`src/rtl/life_pkg.sv`:
```
package life_pkg;

  typedef enum logic [1:0] {
    PH_LOAD   = 2'd0,
    PH_UPDATE = 2'd1,
    PH_STREAM = 2'd2
  } phase_e;

  // number of set bits in a 3x3 neighbourhood vector (centre slot is zero)
  function automatic logic [3:0] count_live(input logic [8:0] hood);
    logic [3:0] n;
    n = 4'd0;
    for (int i = 0; i < 9; i++) begin
      n = n + {3'b000, hood[i]};
    end
    return n;
  endfunction

  // birth on three, survival on two or three
  function automatic logic next_state(input logic alive, input logic [3:0] n);
    return (n == 4'd3) || (alive && (n == 4'd2));
  endfunction

endpackage

```
`src/rtl/life_rule_array.sv`:
```
module life_rule_array #(
  parameter int ROWS = 8,
  parameter int COLS = 8
) (
  input  logic [ROWS*COLS-1:0] grid_cur,
  output logic [ROWS*COLS-1:0] grid_nxt
);
  import life_pkg::*;

  for (genvar r = 0; r < ROWS; r++) begin : g_row
    for (genvar c = 0; c < COLS; c++) begin : g_col
      localparam int SELF = r * COLS + c;
      logic [8:0] hood;
      logic [3:0] live_n;

      for (genvar k = 0; k < 9; k++) begin : g_nb
        localparam int RR = r + (k / 3) - 1;
        localparam int CC = c + (k % 3) - 1;
        if (k != 4 && RR >= 0 && RR < ROWS && CC >= 0 && CC < COLS) begin : g_in
          assign hood[k] = grid_cur[RR * COLS + CC];
        end else begin : g_out
          assign hood[k] = 1'b0;
        end
      end

      assign live_n = count_live(hood);
      assign grid_nxt[SELF] = next_state(grid_cur[SELF], live_n);

      always_comb begin
        assert (live_n <= 4'd8) else $error("p_hood_max_r6 violated");
      end
    end
  end

endmodule

```
`src/rtl/life_phase_ctrl.sv`:
```
module life_phase_ctrl #(
  parameter int CELLS = 64,
  localparam int CNT_W = $clog2(CELLS)
) (
  input  logic               clk,
  input  logic               rst,
  input  logic               start_in,
  output life_pkg::phase_e   phase,
  output logic [CNT_W-1:0]   slot,
  output logic               shift_load_en,
  output logic               capture_en,
  output logic               stream_en,
  output logic               stream_last
);
  import life_pkg::*;

  localparam logic [CNT_W-1:0] LAST = CNT_W'(CELLS - 1);

  phase_e phase_q;
  logic [CNT_W-1:0] slot_q;
  logic start_evt;

  assign phase         = phase_q;
  assign slot          = slot_q;
  assign start_evt     = (phase_q == PH_LOAD) && start_in;
  assign shift_load_en = (phase_q == PH_LOAD) && !start_in;
  assign capture_en    = (phase_q == PH_UPDATE);
  assign stream_en     = (phase_q == PH_STREAM);
  assign stream_last   = stream_en && (slot_q == LAST);

  always_ff @(posedge clk) begin
    if (rst) begin
      phase_q <= PH_LOAD;
      slot_q  <= '0;
    end else begin
      unique case (phase_q)
        PH_LOAD: begin
          if (start_evt) phase_q <= PH_UPDATE;
        end
        PH_UPDATE: begin
          phase_q <= PH_STREAM;
          slot_q  <= '0;
        end
        PH_STREAM: begin
          if (stream_last) begin
            phase_q <= PH_UPDATE;
            slot_q  <= '0;
          end else begin
            slot_q <= slot_q + CNT_W'(1);
          end
        end
        default: phase_q <= PH_LOAD;
      endcase
    end
  end

  // update occupies a single cycle
  p_update_one_cycle_r5: assert property (@(posedge clk) disable iff (rst)
    capture_en |=> stream_en && (slot == '0));

  // once running, never back to loading without reset
  p_no_reload_r4: assert property (@(posedge clk) disable iff (rst)
    (phase != PH_LOAD) |=> (phase != PH_LOAD));

  // streaming continues until the last slot
  p_stream_len_r8: assert property (@(posedge clk) disable iff (rst)
    (stream_en && !stream_last) |=> stream_en && (slot == $past(slot) + CNT_W'(1)));

  // end of streaming leads back to update
  p_loop_back_r9: assert property (@(posedge clk) disable iff (rst)
    stream_last |=> capture_en);

endmodule

```
`src/rtl/life_shift_store.sv`:
```
module life_shift_store #(
  parameter int CELLS = 64
) (
  input  logic             clk,
  input  logic             rst,
  input  logic             data_in,
  input  logic             shift_load_en,
  input  logic             capture_en,
  input  logic             stream_en,
  input  logic [CELLS-1:0] grid_nxt,
  output logic [CELLS-1:0] load_q,
  output logic             head_bit
);

  logic [CELLS-1:0] upd_q;

  assign head_bit = upd_q[0];

  always_ff @(posedge clk) begin
    if (rst) begin
      load_q <= '0;
      upd_q  <= '0;
    end else if (shift_load_en) begin
      load_q <= {data_in, load_q[CELLS-1:1]};
    end else if (capture_en) begin
      upd_q <= grid_nxt;
    end else if (stream_en) begin
      upd_q  <= {1'b0, upd_q[CELLS-1:1]};
      load_q <= {upd_q[0], load_q[CELLS-1:1]};
    end
  end

  // a load cycle places the input bit at the newest position
  p_load_shift_r1: assert property (@(posedge clk) disable iff (rst)
    shift_load_en |=> load_q[CELLS-1] == $past(data_in));

  // streamed cells are fed back into the load register
  p_feedback_r9: assert property (@(posedge clk) disable iff (rst)
    stream_en |=> load_q[CELLS-1] == $past(head_bit));

  // grid is frozen outside loading and streaming
  p_frozen_r3: assert property (@(posedge clk) disable iff (rst)
    (!shift_load_en && !stream_en) |=> $stable(load_q));

endmodule

```
`src/rtl/life_grid_engine.sv`:
```
module life_grid_engine #(
  parameter int ROWS = 8,
  parameter int COLS = 8,
  localparam int CELLS = ROWS * COLS,
  localparam int CNT_W = $clog2(CELLS),
  localparam int LOC_W = $clog2(CELLS + 1)
) (
  input  logic             clk,
  input  logic             rst,
  input  logic             data_in,
  input  logic             start_in,
  output logic             cell_out,
  output logic [LOC_W-1:0] loc_out
);
  import life_pkg::*;

  phase_e           phase;
  logic [CNT_W-1:0] slot;
  logic             shift_load_en;
  logic             capture_en;
  logic             stream_en;
  logic             stream_last;
  logic [CELLS-1:0] load_q;
  logic [CELLS-1:0] grid_nxt;
  logic             head_bit;

  life_phase_ctrl #(.CELLS(CELLS)) u_ctrl (
    .clk          (clk),
    .rst          (rst),
    .start_in     (start_in),
    .phase        (phase),
    .slot         (slot),
    .shift_load_en(shift_load_en),
    .capture_en   (capture_en),
    .stream_en    (stream_en),
    .stream_last  (stream_last)
  );

  life_rule_array #(.ROWS(ROWS), .COLS(COLS)) u_rule (
    .grid_cur(load_q),
    .grid_nxt(grid_nxt)
  );

  life_shift_store #(.CELLS(CELLS)) u_store (
    .clk          (clk),
    .rst          (rst),
    .data_in      (data_in),
    .shift_load_en(shift_load_en),
    .capture_en   (capture_en),
    .stream_en    (stream_en),
    .grid_nxt     (grid_nxt),
    .load_q       (load_q),
    .head_bit     (head_bit)
  );

  assign cell_out = stream_en ? head_bit : 1'b0;
  assign loc_out  = stream_en ? (LOC_W'(slot) + LOC_W'(1)) : '0;

  // outside streaming the outputs rest at zero
  p_idle_zero_r5: assert property (@(posedge clk) disable iff (rst)
    (phase != PH_STREAM) |-> (loc_out == '0) && !cell_out);

  // positions stay within 1..CELLS while streaming
  p_loc_range_r8: assert property (@(posedge clk) disable iff (rst)
    stream_en |-> (loc_out >= LOC_W'(1)) && (loc_out <= LOC_W'(CELLS)));

  // the last position is followed by an update cycle
  p_last_loc_r8: assert property (@(posedge clk) disable iff (rst)
    (loc_out == LOC_W'(CELLS)) |=> (loc_out == '0));

endmodule

```
`config.mk`:
```
export PLATFORM = sky130hd
export DESIGN_NAME = life_grid_engine
export DESIGN_NICKNAME = d
export VERILOG_FILES = /design/src/rtl/life_pkg.sv /design/src/rtl/life_rule_array.sv /design/src/rtl/life_phase_ctrl.sv /design/src/rtl/life_shift_store.sv /design/src/rtl/life_grid_engine.sv
export SDC_FILE = /design/constraint.sdc
export NUM_CORES = 1
export LEC_CHECK = 0
export ABC_AREA = 1
export BUFFER_PORTS_ARGS = -buffer_cell sky130_fd_sc_hd__clkbuf_2
export CAP_MARGIN = 20
export CORE_MARGIN = 1.5
export CORE_UTILIZATION = 29
export CTS_CLUSTER_DIAMETER = 120
export DETAILED_ROUTE_END_ITERATION = 10
export PLACE_DENSITY = 0.54
export SYNTH_ARGS = -nofsm -noshare
export SYNTH_HDL_FRONTEND = slang
export SYNTH_HIERARCHICAL = 1
export SYNTH_SLANG_ARGS = --single-unit
export TNS_END_PERCENT = 30
```
`constraint.sdc`:
```
create_clock -name clk -period 3 [get_ports clk]
set_input_delay 0.6 -clock clk [delete_from_list [all_inputs] [get_ports clk]]
set_output_delay 0.6 -clock clk [all_outputs]
set_load 0.05 [all_outputs]
```
==> qor.csv, run 1 <==
stage;metric;value;unit
placement;pre_cts_ws;-0.289;ns
layout;fillers;5226;
placement;gp_congestion;0.790;
clocking;clkLatencyLatePin;0.46;ns
timing;relSlewSlack;40.2;%
critical_path;rrSetupSlack;-0.27;ns
critical_path;cp-start-kind;flop;
clocking;clock-root-buffer;clkbuf_16;
yosys;ys_warn_count;6;
critical_path;crit_fanout;3;
clocking;cts_buffer_depth;2;
layout;layout.nets;2430;
hold_path;hold_path.class;input pin to flop;
yosys;synthCells;1974;
clocking;cts_tree;done;
timing;rsz0062_at_grt;yes;
critical_path;cp.arrival;3.67;ns
die;row_count;82;
detailed_routing;drc;0;
critical_path;crit_chain;inv_4, buf_4, fa_1, fa_1, fa_1, inv_1, ha_2, fa_1, nand3_1, a21oi_1, nand2_1, o21ai_0, nor2_1, nor2_1;
timing;finalSetupViolations;30;
global_routing;grt_pass1_vias;12476;
timing;period_needed;3.27;ns
critical_path;crit_path_top_delay_cell;fa_1;
global_routing;grt_antenna_before_repair;0;
hold_path;worstHoldStart;rst;
global_routing;grt_pass1_wl;61200;um
critical_path;worstReg2RegEnd;u_store/upd_q[46];
layout;final_cell_mix;410 x inv_1, 395 x nand2_1, 303 x nor2_1;
status;outcome;complete, but fails checks;
detailed_routing;viasPerCell;4.31;
detailed_routing;routedWlPerCell;12.9;um
hold_path;hold_depth;2;
die;die_area;0.0522;sq mm
critical_path;cp_top_family;adder cells;
yosys;synthesis.area;0.0147;sq mm
global_routing;track_usage;14.5;%
critical_path;ff2ff_path_depth;14;
yosys;syn_area_per_cell;7.47;sq um
die;core_area;0.0502;sq mm
timing;hold_viol;0;
global_routing;grt_max_degree;97;
job;max_cap_viol_count;0;
detailed_routing;firstDrtPassIters;5;
detailed_routing;detail_route.wirelength;35800;um
global_routing;gr-total-overflow;0;
critical_path;r2r-start;u_store/load_q[37];
clocking;cts_buffers;17;
timing;max_freq;305;MHz
clocking;htreeDepth;4;
die;floorplan.initialDensity;29.4;%
layout;area.growth.synth_to_final;18.5;%
critical_path;crit_buf_inv;3;
critical_path;cp-end-kind;flop;
critical_path;cp_common_cell;fa_1;
detailed_routing;initialDrtViolationCount;488;
clocking;clock-sinks;136;
hold_path;holdPathEnd;u_store/upd_q[63];
clocking;cts.clk_slew.worst_paths;0.06;ns
placement;port_buffers;11;
yosys;synth.net_count;2319;
placement;hpwl;26100;um
critical_path;crit_path_max_incr_delay;0.54;ns
critical_path;path_class;flop to flop;
critical_path;startpoint;u_store/load_q[37];
layout;post-route-util;34.8;%
status;violations;setup timing;
layout;n_antenna_cell;0;
critical_path;cp.required;3.39;ns
timing;finalCritPeriodShare;109;%
timing;final-max-slew-violation-count;0;
timing;setup_slack;-0.275;ns
die;ios;12;
detailed_routing;via_count;11951;
die;die_h;229;um
detailed_routing;drtAntennaViolNets;0;
timing;tightest_slew;0.894;ns
timing;hold_slack;0.430;ns
die;die_w;229;um
timing;skew;0.00737;ns
layout;drive_above_1_share;14.7;%
layout;final_common_cell;inv_1;
-- metrics by stage --
step	setup TNS (ns)	instances	cell area, sq um
global route	-11.77	2770	17500
CTS	-6.00	2766	17300
finish	-5.60	2770	17500
detailed placement	-6.61	2731	16500
floorplan	-5.19	1974	14800
global placement	-5.26	2731	16500
-- layout make-up --
cell class	instances	area, sq um	area share (%)
repair buffers	152	1230	7.06
clock buffers	20	447	2.56
flip-flops and latches	136	2780	15.9
clock inverters	12	223	1.27
well taps	672	841	4.81
inverters	451	1740	9.94
multi-input cells	1327	10200	58.4
-- registers in the layout (all words and copies together), names as in the netlist --
signal          flops
u_ctrl/slot         6
u_store/upd_q      64
u_ctrl/phase        2
u_store/load_q     64
-- worst max path at each step --
| stage | endpoint | slack [ns] | cells after the start |
|---|---|---|---|
| global placement | u_store/upd_q[44] | -0.27 | 14 |
| detailed placement | u_store/upd_q[44] | -0.29 | 14 |
| global route | u_store/upd_q[37] | -0.42 | 14 |
| floorplan | u_store/upd_q[21] | -0.22 | 13 |
| finish | u_store/upd_q[46] | -0.27 | 14 |
| CTS | u_store/upd_q[35] | -0.26 | 14 |
-- layer usage --
metal	part of all wire (%)	wire, um	global-route usage, %
met1	45	16000	17.7
met2	51	18200	26.1
met3	2.0	730	2.00
met4	2.3	837	4.70
met5	0	0	0
-- timing repair --
action                                  CTS  global route
buffers inserted                          3             4
gates resized for setup                  53            46
endpoints found under the setup margin   36            36
pin swaps                                20            22
cloned                                    0             0
hold buffers                              0             0
Power of run 1 is not shown: default switching activity piles up to over one toggle a cycle in this logic, so the estimate is an artifact.
==> run 2, diff against run 1 <==
--- a/config.mk
+++ b/config.mk
@@ -8,8 +8,10 @@
 export ABC_AREA = 1
 export BUFFER_PORTS_ARGS = -buffer_cell sky130_fd_sc_hd__clkbuf_2
 export CAP_MARGIN = 20
+export CORE_ASPECT_RATIO = 0.7
 export CORE_MARGIN = 1.5
 export CORE_UTILIZATION = 29
+export CTS_BUF_LIST = sky130_fd_sc_hd__clkbuf_4 sky130_fd_sc_hd__clkbuf_8
 export CTS_CLUSTER_DIAMETER = 120
 export DETAILED_ROUTE_END_ITERATION = 10
 export PLACE_DENSITY = 0.54
==> run 2 against run 1 <==
Net effect:
- the flow still finishes with violations (setup timing)
- critical path depth shrank 1
- hold slack lost 0.021 ns
- global-route usage grew 0.58 points
- clock skew grew 0.011 ns
- sequential cell count is the same
- non-clock buffer count shrank 9
- cell count shrank 0.61%
- core utilization shrank 0.69 points
- first-iteration DRC count grew 29%
==> qor.csv, run 2 (synthesized netlist as in run 1, its figures left out) <==
stage;metric;value;unit;change
hold_path;hold_path.class;input pin to flop;;
layout;drive_above_1_share;13.8;%;-0.89 points
die;core_area;0.0498;sq mm;-0.79%
clocking;cts.clk_slew.worst_paths;0.08;ns;+0.02 ns
detailed_routing;via_count;12023;;+0.60%
critical_path;path_class;flop to flop;;
critical_path;cp.required;3.42;ns;+0.03 ns
layout;final_area;0.0170;sq mm;-2.8%
timing;rsz0062_at_grt;yes;;
clocking;clkLatencyLatePin;0.48;ns;+0.02 ns
critical_path;rrSetupSlack;-0.24;ns;+0.03 ns
layout;fin_cells;2753;;-0.61%
critical_path;cp.arrival;3.67;ns;about the same
timing;hold_viol;0;;unchanged
critical_path;cp-end-kind;flop;;
placement;gp_congestion;0.800;;+1.3%
critical_path;r2r-start;u_store/load_q[44];;
global_routing;grt_pass1_vias;12118;;-2.9%
detailed_routing;met2_length;15600;um;-14%
placement;dpl-instance-area;0.0165;sq mm;-0.42%
die;die_area;0.0522;sq mm;about the same
clocking;cts_buffers;17;;unchanged
detailed_routing;viasPerCell;4.37;;+1.2%
detailed_routing;detail_route.wirelength;37100;um;+3.8%
global_routing;grt_pass1_wl;62600;um;+2.2%
die;row_count;68;;-17%
global_routing;track_usage;15.1;%;+0.58 points
layout;n_antenna_cell;0;;unchanged
placement;port_buffers;11;;unchanged
timing;period_needed;3.24;ns;-0.0310 ns
placement;placed_cells;2721;;-0.37%
detailed_routing;routedWlPerCell;13.5;um;+4.4%
critical_path;startpoint;u_store/load_q[44];;
clocking;cts_tree;done;;
die;floorplan.initialDensity;29.6;%;+0.23 points
global_routing;grt_max_degree;97;;unchanged
layout;layout.nets;2421;;-0.37%
global_routing;grt_antenna_before_repair;0;;unchanged
clocking;clock-sinks;136;;unchanged
status;violations;setup timing;;
critical_path;cp-start-kind;flop;;
clocking;cts_buffer_depth;2;;unchanged
detailed_routing;drtAntennaViolNets;0;;unchanged
timing;final-max-slew-violation-count;0;;unchanged
timing;finalCritPeriodShare;108;%;-1.0 points
critical_path;crit_fanout;5;;+2
detailed_routing;met3_length;2070;um;+180%
layout;area.growth.synth_to_final;15.2;%;
layout;fillers;5275;;+0.94%
timing;max_freq;308;MHz;+0.96%
die;ios;12;;unchanged
layout;final_common_cell;inv_1;;
layout;post-route-util;34.1;%;-0.69 points
detailed_routing;drt-met1-wl;19300;um;+20%
timing;tightest_slew;0.986;ns;+0.0913 ns
detailed_routing;initialDrtViolationCount;629;;+29%
detailed_routing;firstDrtPassIters;5;;unchanged
timing;setup_slack;-0.244;ns;+0.0310 ns
die;die_h;192;um;-16%
clocking;clock-root-buffer;clkbuf_8;;
job;max_cap_viol_count;0;;unchanged
detailed_routing;top_layer_used;met4;;
status;outcome;complete, but fails checks;;
die;die_w;273;um;+19%
timing;finalSetupViolations;34;;+13%
critical_path;ff2ff_path_depth;13;;-1
clocking;ctsHoldBuffers;0;;unchanged
timing;relSlewSlack;34.0;%;-6.1 points
timing;skew;0.0181;ns;+0.0107 ns
detailed_routing;drc;0;;unchanged
placement;hpwl;27700;um;+5.9%
clocking;htreeDepth;4;;unchanged
critical_path;worstReg2RegEnd;u_store/upd_q[53];;
critical_path;crit_end;u_store/upd_q[53];;
global_routing;gr-total-overflow;0;;unchanged
layout;final_cell_mix;414 x inv_1, 395 x nand2_1, 301 x nor2_1;;
==> run 2: cell count changes in the layout (fill, tap and decap cells not counted), sizes merged <==
cell      before  now
bufinv         6    1
clkbuf        31   34
clkinv         2    6
buf          141  132
inv          450  449
clkinvlp       5    3
==> run 2: worst min path at each step <==
| stage | from | end | slack [ns] | cells after the start |
|---|---|---|---|---|
| floorplan | u_store/upd_q[63] | u_store/upd_q[63] | 0.43 | 2 |
| global placement | u_store/upd_q[63] | u_store/upd_q[63] | 0.45 | 2 |
| detailed placement | u_store/upd_q[63] | u_store/upd_q[63] | 0.46 | 2 |
| CTS | rst | u_store/upd_q[63] | 0.38 | 2 |
| global route | rst | u_store/upd_q[63] | 0.39 | 2 |
| finish | rst | u_store/upd_q[63] | 0.41 | 2 |
==> run 2: per-stage QoR <==
stage	worst slack, ns	setup TNS, ns	hold slack (ns)
6_report	-0.244	-5.49	0.408
5_1_grt	-0.418	-11.43	0.388
4_1_cts	-0.242	-6.10	0.380
3_5_place_dp	-0.307	-7.43	0.460
3_3_place_gp	-0.271	-6.01	0.448
2_1_floorplan	-0.216	-5.19	0.434
==> run 2: per-layer routing <==
layer	vias up	GRT usage (%)
li1	6081	-
met1	5714	22.1
met2	208	22.9
met3	20	3.35
met4	0	2.29
met5	-	0
==> run 2: final cells by class <==
class | count | area [sq um] | area share [%]
tap | 665 | 832 | 4.90
multi-input combinational | 1327 | 10100 | 59.7
timing repair buffer | 143 | 1120 | 6.62
inverter | 451 | 1740 | 10.3
sequential | 136 | 2780 | 16.4
clock buffer | 23 | 292 | 1.72
clock inverter | 8 | 75.1 | 0.442
==> run 2: what timing repair did <==
action,4_1_cts,5_1_grt
setup endpoints to repair,36,37
buffers inserted,1,0
gates cloned,0,0
gates resized for setup,58,22
pin swaps,16,13
==> run 2: worst max-delay path, stage by stage, from the launching register on <==
cell	delay, ns
dfxtp_2	0.34
inv_2	0.08
fa_1	0.58
fa_1	0.44
fa_1	0.50
inv_1	0.04
ha_2	0.17
fa_2	0.53
nand3_2	0.08
a21oi_2	0.11
nand2_1	0.07
o21ai_1	0.09
nor2_1	0.05
nor2_1	0.12
Power of run 2 is left out for the same reason.
